$ cat src/rtl/mss_pkg.sv
package mss_pkg;

    typedef enum logic {
        ST_IDLE   = 1'b0,
        ST_ACTIVE = 1'b1
    } mss_state_e;

    typedef struct packed {
        mss_state_e state;
        logic       rx;
        logic       mode;
        logic       bad;
        logic       incmd_n;
        logic       msg_err_n;
        logic       hs_fail_n;
    } mss_ctl_t;

    function automatic int at_least_one(input int v);
        return (v < 1) ? 1 : v;
    endfunction

endpackage

$ cat src/rtl/mss_hs_watch.sv
module mss_hs_watch #(
    parameter int LIMIT = 200
) (
    input  logic clk,
    input  logic rst_n,
    input  logic enable,
    input  logic req,
    input  logic ack,
    output logic expire
);
    localparam int CNT_W = $clog2(LIMIT + 1);
    localparam logic [CNT_W-1:0] LAST = CNT_W'(LIMIT - 1);

    logic [CNT_W-1:0] cnt_d, cnt_q;
    logic             pending;

    always_comb begin
        pending = enable && req && !ack;
        expire  = pending && (cnt_q == LAST);
        cnt_d   = cnt_q;
        if (!pending) begin
            cnt_d = '0;
        end else if (cnt_q != LAST) begin
            cnt_d = cnt_q + 1'b1;
        end
    end

    always_ff @(posedge clk or negedge rst_n) begin
        if (!rst_n) begin
            cnt_q <= '0;
        end else begin
            cnt_q <= cnt_d;
        end
    end

    // an expiry needs the request pending on the previous edge too (limit above one)
    generate
        if (LIMIT > 1) begin : g_chk
            a_r6_expire_needs_history: assert property (@(posedge clk) disable iff (!rst_n)
                expire |-> $past(pending));
        end
    endgenerate

endmodule

$ cat src/rtl/mss_pulse.sv
module mss_pulse #(
    parameter int WIDTH = 2
) (
    input  logic clk,
    input  logic rst_n,
    input  logic trig,
    output logic out_n
);
    localparam int CNT_W = $clog2(WIDTH + 1);

    typedef struct packed {
        logic [CNT_W-1:0] cnt;
        logic             out_n;
    } pulse_t;

    pulse_t p_d, p_q;

    always_comb begin
        p_d = p_q;
        if (trig) begin
            p_d.cnt = CNT_W'(WIDTH);
        end else if (p_q.cnt != '0) begin
            p_d.cnt = p_q.cnt - 1'b1;
        end
        p_d.out_n = (p_d.cnt == '0);
    end

    always_ff @(posedge clk or negedge rst_n) begin
        if (!rst_n) begin
            p_q <= '{cnt: '0, out_n: 1'b1};
        end else begin
            p_q <= p_d;
        end
    end

    assign out_n = p_q.out_n;

    // a low pulse is never shorter than two cycles
    a_r5_min_width: assert property (@(posedge clk) disable iff (!rst_n)
        $rose(p_q.out_n) |-> !$past(p_q.out_n, 2));

endmodule

$ cat src/rtl/mss_stat_sample.sv
module mss_stat_sample #(
    parameter int STAT_W = 4,
    parameter int DELAY  = 40
) (
    input  logic              clk,
    input  logic              rst_n,
    input  logic              start,
    input  logic              cancel,
    input  logic [STAT_W-1:0] stat_in,
    output logic [STAT_W-1:0] stat_q,
    output logic              stat_stb
);
    localparam int CNT_W = $clog2(DELAY + 1);

    typedef struct packed {
        logic              armed;
        logic [CNT_W-1:0]  cnt;
        logic [STAT_W-1:0] data;
        logic              stb;
    } smp_t;

    smp_t s_d, s_q;

    always_comb begin
        s_d     = s_q;
        s_d.stb = 1'b0;
        if (cancel) begin
            s_d.armed = 1'b0;
        end else if (start) begin
            s_d.armed = 1'b1;
            s_d.cnt   = CNT_W'(DELAY - 1);
        end else if (s_q.armed) begin
            if (s_q.cnt == '0) begin
                s_d.data  = stat_in;
                s_d.stb   = 1'b1;
                s_d.armed = 1'b0;
            end else begin
                s_d.cnt = s_q.cnt - 1'b1;
            end
        end
    end

    always_ff @(posedge clk or negedge rst_n) begin
        if (!rst_n) begin
            s_q <= '0;
        end else begin
            s_q <= s_d;
        end
    end

    assign stat_q   = s_q.data;
    assign stat_stb = s_q.stb;

    // a cancel suppresses any capture on the same edge
    a_r8_cancel_blocks: assert property (@(posedge clk) disable iff (!rst_n)
        cancel |=> !stat_stb);

endmodule

$ cat src/rtl/msg_status_seq.sv
module msg_status_seq
    import mss_pkg::*;
#(
    parameter int CLK_FREQ_HZ = 20_000_000,
    parameter int STAT_W      = 4,
    parameter int GBR_CYC     = 2
) (
    input  logic              clk,
    input  logic              rst_n,
    input  logic              cmd_valid,
    input  logic              cmd_err,
    input  logic              is_rx,
    input  logic              is_mode,
    input  logic              data_err,
    input  logic              last_data,
    input  logic              eom,
    input  logic              dt_req,
    input  logic              dt_ack,
    input  logic [STAT_W-1:0] stat_in,
    output logic              incmd_n,
    output logic              gbr_n,
    output logic              msg_err_n,
    output logic              hs_fail_n,
    output logic [STAT_W-1:0] stat_q,
    output logic              stat_stb
);
    localparam int HS_CYC  = at_least_one(CLK_FREQ_HZ / 100_000);
    localparam int SMP_CYC = at_least_one(CLK_FREQ_HZ / 500_000);

    mss_ctl_t ctl_d, ctl_q;
    logic     accept;
    logic     in_msg;
    logic     hs_expire;
    logic     gbr_trig;

    always_comb begin
        accept = cmd_valid && !cmd_err;
        in_msg = (ctl_q.state == ST_ACTIVE) && !cmd_err && !cmd_valid;
        ctl_d  = ctl_q;
        if (cmd_err) begin
            ctl_d.state   = ST_IDLE;
            ctl_d.incmd_n = 1'b1;
        end else if (cmd_valid) begin
            ctl_d.state     = ST_ACTIVE;
            ctl_d.incmd_n   = 1'b0;
            ctl_d.rx        = is_rx;
            ctl_d.mode      = is_mode;
            ctl_d.bad       = 1'b0;
            ctl_d.msg_err_n = 1'b1;
            ctl_d.hs_fail_n = 1'b1;
        end else if (ctl_q.state == ST_ACTIVE) begin
            if (data_err) begin
                ctl_d.msg_err_n = 1'b0;
                ctl_d.bad       = 1'b1;
            end
            if (hs_expire) begin
                ctl_d.hs_fail_n = 1'b0;
                ctl_d.bad       = 1'b1;
            end
            if (eom) begin
                ctl_d.state   = ST_IDLE;
                ctl_d.incmd_n = 1'b1;
            end
        end
        gbr_trig = in_msg && last_data && ctl_q.rx && !ctl_q.mode
                   && !ctl_q.bad && !data_err && !hs_expire;
    end

    always_ff @(posedge clk or negedge rst_n) begin
        if (!rst_n) begin
            ctl_q <= '{state: ST_IDLE, rx: 1'b0, mode: 1'b0, bad: 1'b0,
                       incmd_n: 1'b1, msg_err_n: 1'b1, hs_fail_n: 1'b1};
        end else begin
            ctl_q <= ctl_d;
        end
    end

    mss_hs_watch #(.LIMIT(HS_CYC)) u_hs_watch (
        .clk    (clk),
        .rst_n  (rst_n),
        .enable (in_msg),
        .req    (dt_req),
        .ack    (dt_ack),
        .expire (hs_expire)
    );

    mss_pulse #(.WIDTH(GBR_CYC)) u_gbr_pulse (
        .clk   (clk),
        .rst_n (rst_n),
        .trig  (gbr_trig),
        .out_n (gbr_n)
    );

    mss_stat_sample #(.STAT_W(STAT_W), .DELAY(SMP_CYC)) u_stat_sample (
        .clk      (clk),
        .rst_n    (rst_n),
        .start    (accept),
        .cancel   (cmd_err),
        .stat_in  (stat_in),
        .stat_q   (stat_q),
        .stat_stb (stat_stb)
    );

    assign incmd_n   = ctl_q.incmd_n;
    assign msg_err_n = ctl_q.msg_err_n;
    assign hs_fail_n = ctl_q.hs_fail_n;

    // an accepted command lowers the in-command line
    a_r2_incmd_on_cmd: assert property (@(posedge clk) disable iff (!rst_n)
        accept |=> !incmd_n);

    // a command-word error ends the message and never raises a message error
    a_r3_cmderr_ends: assert property (@(posedge clk) disable iff (!rst_n)
        cmd_err |=> incmd_n);
    a_r3_cmderr_no_msgerr: assert property (@(posedge clk) disable iff (!rst_n)
        (cmd_err && msg_err_n) |=> msg_err_n);

    // a data error inside a message sets the message error
    a_r4_data_err_sets: assert property (@(posedge clk) disable iff (!rst_n)
        (!incmd_n && data_err && !cmd_err && !cmd_valid) |=> !msg_err_n);

    // error levels hold until an accepted command
    a_r7_msgerr_holds: assert property (@(posedge clk) disable iff (!rst_n)
        (!msg_err_n && !accept) |=> !msg_err_n);
    a_r7_hsfail_holds: assert property (@(posedge clk) disable iff (!rst_n)
        (!hs_fail_n && !accept) |=> !hs_fail_n);

    // a handshake failure follows a pending, unacknowledged request
    a_r6_fail_needs_req: assert property (@(posedge clk) disable iff (!rst_n)
        $fell(hs_fail_n) |-> $past(dt_req && !dt_ack));

endmodule

$ cat config.mk
export PLATFORM = sky130hd
export DESIGN_NAME = msg_status_seq
export DESIGN_NICKNAME = d
export VERILOG_FILES = /design/src/rtl/mss_pkg.sv /design/src/rtl/mss_hs_watch.sv /design/src/rtl/mss_pulse.sv /design/src/rtl/mss_stat_sample.sv /design/src/rtl/msg_status_seq.sv
export SDC_FILE = /design/constraint.sdc
export NUM_CORES = 1
export LEC_CHECK = 0
export ABC_AREA = 0
export CORE_UTILIZATION = 40
export DETAILED_ROUTE_END_ITERATION = 12
export DONT_BUFFER_PORTS = 1
export GPL_ROUTABILITY_DRIVEN = 0
export PLACE_DENSITY = 0.57
export SYNTH_ARGS = -nofsm -noshare
export SYNTH_HDL_FRONTEND = slang
export SYNTH_HIERARCHICAL = 1
export SYNTH_SLANG_ARGS = --single-unit
$ cat constraint.sdc
create_clock -name clk -period 2.5 [get_ports clk]
set_input_delay 0.25 -clock clk [delete_from_list [all_inputs] [get_ports clk]]
set_output_delay 0.25 -clock clk [all_outputs]
set_load 0.02 [all_outputs]
==> impl_results.html <==
<table>
<tr><th>Metric</th><th>Value</th></tr>
<tr><th colspan="2">Floorplanning</th></tr>
<tr><td>X dimension of the die</td><td>63.12 um</td></tr>
<tr><td>Io pins</td><td>24</td></tr>
<tr><td>Die footprint</td><td>~4000 um2</td></tr>
<tr><td>Placeable core area</td><td>around 3500 um2</td></tr>
<tr><td>Height of the die</td><td>approximately 63 um</td></tr>
<tr><td>Total number of placement rows</td><td>21</td></tr>
<tr><td>Starting density of the core</td><td>43.07%</td></tr>
<tr><th colspan="2">Logic synthesis</th></tr>
<tr><td>Xor and xnor fraction of the mapped netlist area</td><td>between 1 and 1.5%</td></tr>
<tr><td>Number of warnings reported in the yosys synthesis log</td><td>6</td></tr>
<tr><td>Number of flops mapped to enable cells by yosys</td><td>0</td></tr>
<tr><td>Biggest area contributors in the synthesized netlist</td><td>sky130_fd_sc_hd__dfrtp_1 44%, sky130_fd_sc_hd__dfstp_2 7.0%, sky130_fd_sc_hd__mux2_4 6.0%</td></tr>
<tr><td>Cell taking the most area after synthesis</td><td>sky130_fd_sc_hd__dfrtp_1</td></tr>
<tr><td>Area share of the largest cell type after synthesis</td><td>43.55%</td></tr>
<tr><td>Share of the yosys chip area belonging to registers</td><td>between 50% and 60%</td></tr>
<tr><td>Combinational family with the most area after synthesis</td><td>simple AND/OR/NAND/NOR gates</td></tr>
<tr><td>Synth Flop Type</td><td>sky130_fd_sc_hd__dfrtp_1</td></tr>
<tr><td>Synth Area in Simple Gates</td><td>around a fifth</td></tr>
<tr><td>Share of synthesized area spent on multiplexers</td><td>under 10%</td></tr>
<tr><td>Number of storage elements in the synthesis netlist</td><td>30</td></tr>
<tr><td>Leading cell type by number of instances after synthesis</td><td>sky130_fd_sc_hd__dfrtp_1</td></tr>
<tr><td>Net Count, Synth</td><td>approximately 160</td></tr>
<tr><td>Netlist Area Pre-Place</td><td>between 1000 and 1500 um2</td></tr>
<tr><td>Post-synthesis cell type count</td><td>40</td></tr>
<tr><td>Synth Area in Compound Gates</td><td>12.56%</td></tr>
<tr><td>Per-instance average area after synthesis</td><td>around 11 um2</td></tr>
<tr><td>Commonest cells in the synthesized netlist</td><td>26 x sky130_fd_sc_hd__dfrtp_1, 13 x sky130_fd_sc_hd__a21oi_1, 11 x sky130_fd_sc_hd__inv_1</td></tr>
<tr><td>Share of flip-flops with an asynchronous set or reset after synthesis</td><td>100.0%</td></tr>
<tr><td>Cell count after synthesis</td><td>between 100 and 150</td></tr>
<tr><td>Adder-cell share of the synthesized area</td><td>roughly 3.4%</td></tr>
<tr><th colspan="2">Timing</th></tr>
<tr><td>Final period utilization</td><td>between 80% and 90%</td></tr>
<tr><td>Sum of negative setup slack</td><td>0 ns</td></tr>
<tr><td>Transition at the pin with the smallest max-transition slack</td><td>roughly 0.39 ns</td></tr>
<tr><td>Setup Viol. Count Final</td><td>0</td></tr>
<tr><td>Total count of max-transition violations in the final report</td><td>0</td></tr>
<tr><td>Max-slew headroom at the worst pin</td><td>between 70% and 80%</td></tr>
<tr><td>Fmax achieved</td><td>between 0.4 and 0.5 GHz</td></tr>
<tr><td>Clock Skews</td><td>a little over 0.006 ns</td></tr>
<tr><td>Hold Fails Final Rpt</td><td>0</td></tr>
<tr><td>Setup repair after global routing missed its margin</td><td>no</td></tr>
<tr><td>Fin crit period</td><td>approximately 2.0 ns</td></tr>
<tr><th colspan="2">Worst setup path</th></tr>
<tr><td>Critical path class</td><td>register to register</td></tr>
<tr><td>Highest fanout seen on the critical path</td><td>6</td></tr>
<tr><td>Worst Path Required</td><td>between 2 and 3 ns</td></tr>
<tr><td>Critical path endpoint category</td><td>register</td></tr>
<tr><td>Worst setup SP type</td><td>register</td></tr>
<tr><td>Endpoint arrival time on the critical path</td><td>around 2.2 ns</td></tr>
<tr><th colspan="2">Power and ir drop</th></tr>
<tr><td>IR drop worst, VDD</td><td>roughly 520 uV</td></tr>
<tr><td>Power density over the cells</td><td>between 800 and 900 nW/um2</td></tr>
<tr><td>Leakage power summed over all cells</td><td>0.7667 nW</td></tr>
<tr><td>Total power after layout</td><td>1.439 mW</td></tr>
<tr><th colspan="2">Route</th></tr>
<tr><td>Initial DRC count</td><td>53</td></tr>
<tr><td>Via Count</td><td>between 1000 and 1500</td></tr>
<tr><td>Routed wire length per instance</td><td>approximately 14 um</td></tr>
<tr><td>Drt total wl</td><td>between 2 and 3 mm</td></tr>
<tr><td>DRC</td><td>0</td></tr>
<tr><td>Remaining antenna violation count</td><td>0</td></tr>
<tr><td>Vias/cell</td><td>roughly 5.3</td></tr>
<tr><td>Drt pass-1 iters</td><td>4</td></tr>
<tr><th colspan="2">Global routing</th></tr>
<tr><td>Antenna violations before repair</td><td>0</td></tr>
<tr><td>Via count of the first global-routing pass</td><td>approximately 1000</td></tr>
<tr><td>Wire length of the first global-routing pass</td><td>slightly below 5 mm</td></tr>
<tr><td>Grt ovf</td><td>0</td></tr>
<tr><td>Pin count of the biggest net entering global routing</td><td>31</td></tr>
<tr><td>Total global routing track utilization</td><td>16.58%</td></tr>
<tr><th colspan="2">Clocking</th></tr>
<tr><td>CTS sink cnt</td><td>30</td></tr>
<tr><td>Clock tree root buffer cell</td><td>sky130_fd_sc_hd__clkbuf_8</td></tr>
<tr><td>CTS tree</td><td>yes</td></tr>
<tr><td>Count of H-tree levels built during CTS</td><td>2</td></tr>
<tr><td>Maximum count of clock buffers along a single path</td><td>2</td></tr>
<tr><td>Clock network latency to the later pin of the worst-skew pair</td><td>0.28 ns</td></tr>
<tr><td>CTS buffer count</td><td>5</td></tr>
<tr><td>Register clock-pin slew on the reported worst setup and hold paths</td><td>roughly 0.070 ns</td></tr>
<tr><th colspan="2">Run status</th></tr>
<tr><td>Result of the run</td><td>finished clean</td></tr>
<tr><th colspan="2">Flow run</th></tr>
<tr><td># Max-Cap Violations</td><td>0</td></tr>
<tr><th colspan="2">Hold path</th></tr>
<tr><td>Worst min-delay path class</td><td>input pin to register</td></tr>
<tr><th colspan="2">Layout</th></tr>
<tr><td>Area growth syn-to-layout</td><td>13.40%</td></tr>
<tr><td>Share of final-layout standard cells stronger than drive strength 1</td><td>approximately a quarter</td></tr>
<tr><td>Final net count</td><td>between 150 and 200</td></tr>
<tr><td>Total inserted antenna cells</td><td>0</td></tr>
<tr><th colspan="2">Placed design</th></tr>
<tr><td>Post-DP HPWL</td><td>around 2.0 mm</td></tr>
<tr><td>Port Buffers</td><td>0</td></tr>
</table>
[through the flow]
step / cell area [um2] / utilization (%) / setup slack [ns] / hold slack [ns] / std cells
floorplan: 1494 / - / 0.4933 / -0.04559 / 139
global placement: 1521 / 43.87 / 0.5192 / -0.04471 / 182
detailed placement: 1521 / 43.87 / 0.4532 / -0.04483 / 182
CTS: 1694 / 48.85 / 0.4550 / 0.01989 / 192
global route: 1694 / 48.85 / 0.3761 / 0.01800 / 192
finish: 1694 / 48.85 / 0.4558 / 0.02913 / 192
[where the power goes]
group	total [mW]	leakage, nW	switching [mW]	internal, mW
clock network	0.606	0.0714	0.181	0.425
logic	0.192	0.308	0.0894	0.103
registers	0.640	0.387	0.0859	0.555
[cell families after synthesis]
logic type                 count (synthesis)
and+or+nand+nor                           48
AOI/OAI and AO/OA                         32
DFF                                       30
buffers and inverters                     17
muxes                                      6
adders and majority gates                  4
xor gates and xnor gates                   2
[sequential cells by signal, indices dropped and copies added (netlist names)]
register / count
ctl_q: 4
u_hs_watch/cnt_q: 8
msg_err_n: 1
hs_fail_n: 1
u_stat_sample/stat_q: 4
u_gbr_pulse/out_n: 1
u_gbr_pulse/p_q: 2
u_stat_sample/s_q: 7
u_stat_sample/stat_stb: 1
incmd_n: 1
[layout by cell type (no fill, tap or decap), drive strengths merged, types with 5 or more instances in the layout]
master  netlist  routed
a21oi        13      13
nor3          9       9
clkbuf        0       6
or3           7       7
inv          11      11
o21ai         7       7
nand2         5       5
nor2          9       9
dfrtp        26      26
mux2          6       6
[layer usage]
| layer | GRT usage [%] | part of all wire (%) | up-vias |
|---|---|---|---|
| li1 | - | - | 497 |
| met1 | 21.53 | 47 | 480 |
| met2 | 23.12 | 44 | 26 |
| met3 | 6.522 | 6.6 | 8 |
| met4 | 9.593 | 2.6 | 0 |
| met5 | 0 | 0 | - |
[final timing paths]
path | slack [ns] | end | cells past startpoint | start
max in group asynchronous | 1.86 | incmd_n$_DFFE_PN1P_ | 2 | rst_n
min in group asynchronous | 0.40 | u_gbr_pulse/p_q[2]$_DFF_PN0_ | 2 | rst_n
min reg2reg | 0.41 | u_gbr_pulse/out_n$_DFF_PN1_ | 1 | u_gbr_pulse/p_q[2]$_DFF_PN0_
min | 0.03 | incmd_n$_DFFE_PN1P_ | 1 | cmd_valid
max | 0.46 | u_stat_sample/stat_q[0]$_DFFE_PN0P_ | 5 | u_stat_sample/s_q[5]$_DFFE_PN0P_
max reg2reg | 0.46 | u_stat_sample/stat_q[0]$_DFFE_PN0P_ | 5 | u_stat_sample/s_q[5]$_DFFE_PN0P_
[repair_timing]
action,in CTS,in global routing
endpoints found under the hold margin,30,0
setup buffers,0,0
hold buffers,2,0
gates resized for setup,0,0
[worst max-delay path, stage by stage (launching register included)]
cell                      delay, ns
sky130_fd_sc_hd__dfrtp_1       0.42
sky130_fd_sc_hd__inv_1         0.10
sky130_fd_sc_hd__ha_1          0.15
sky130_fd_sc_hd__or3b_1        0.39
sky130_fd_sc_hd__or4b_4        0.56
sky130_fd_sc_hd__mux2_4        0.32
[area by class of cell]
class	count	area [um2]
Fill cell	343	1774
Inverter	11	41.29
Multi-Input combinational cell	92	644.4
Clock buffer	6	82.58
Sequential cell	30	755.7
Clock inverter	2	60.06
Timing Repair Buffer	5	52.55
Tap cell	46	57.56
Note: power is estimated with default switching activity, not from simulation.
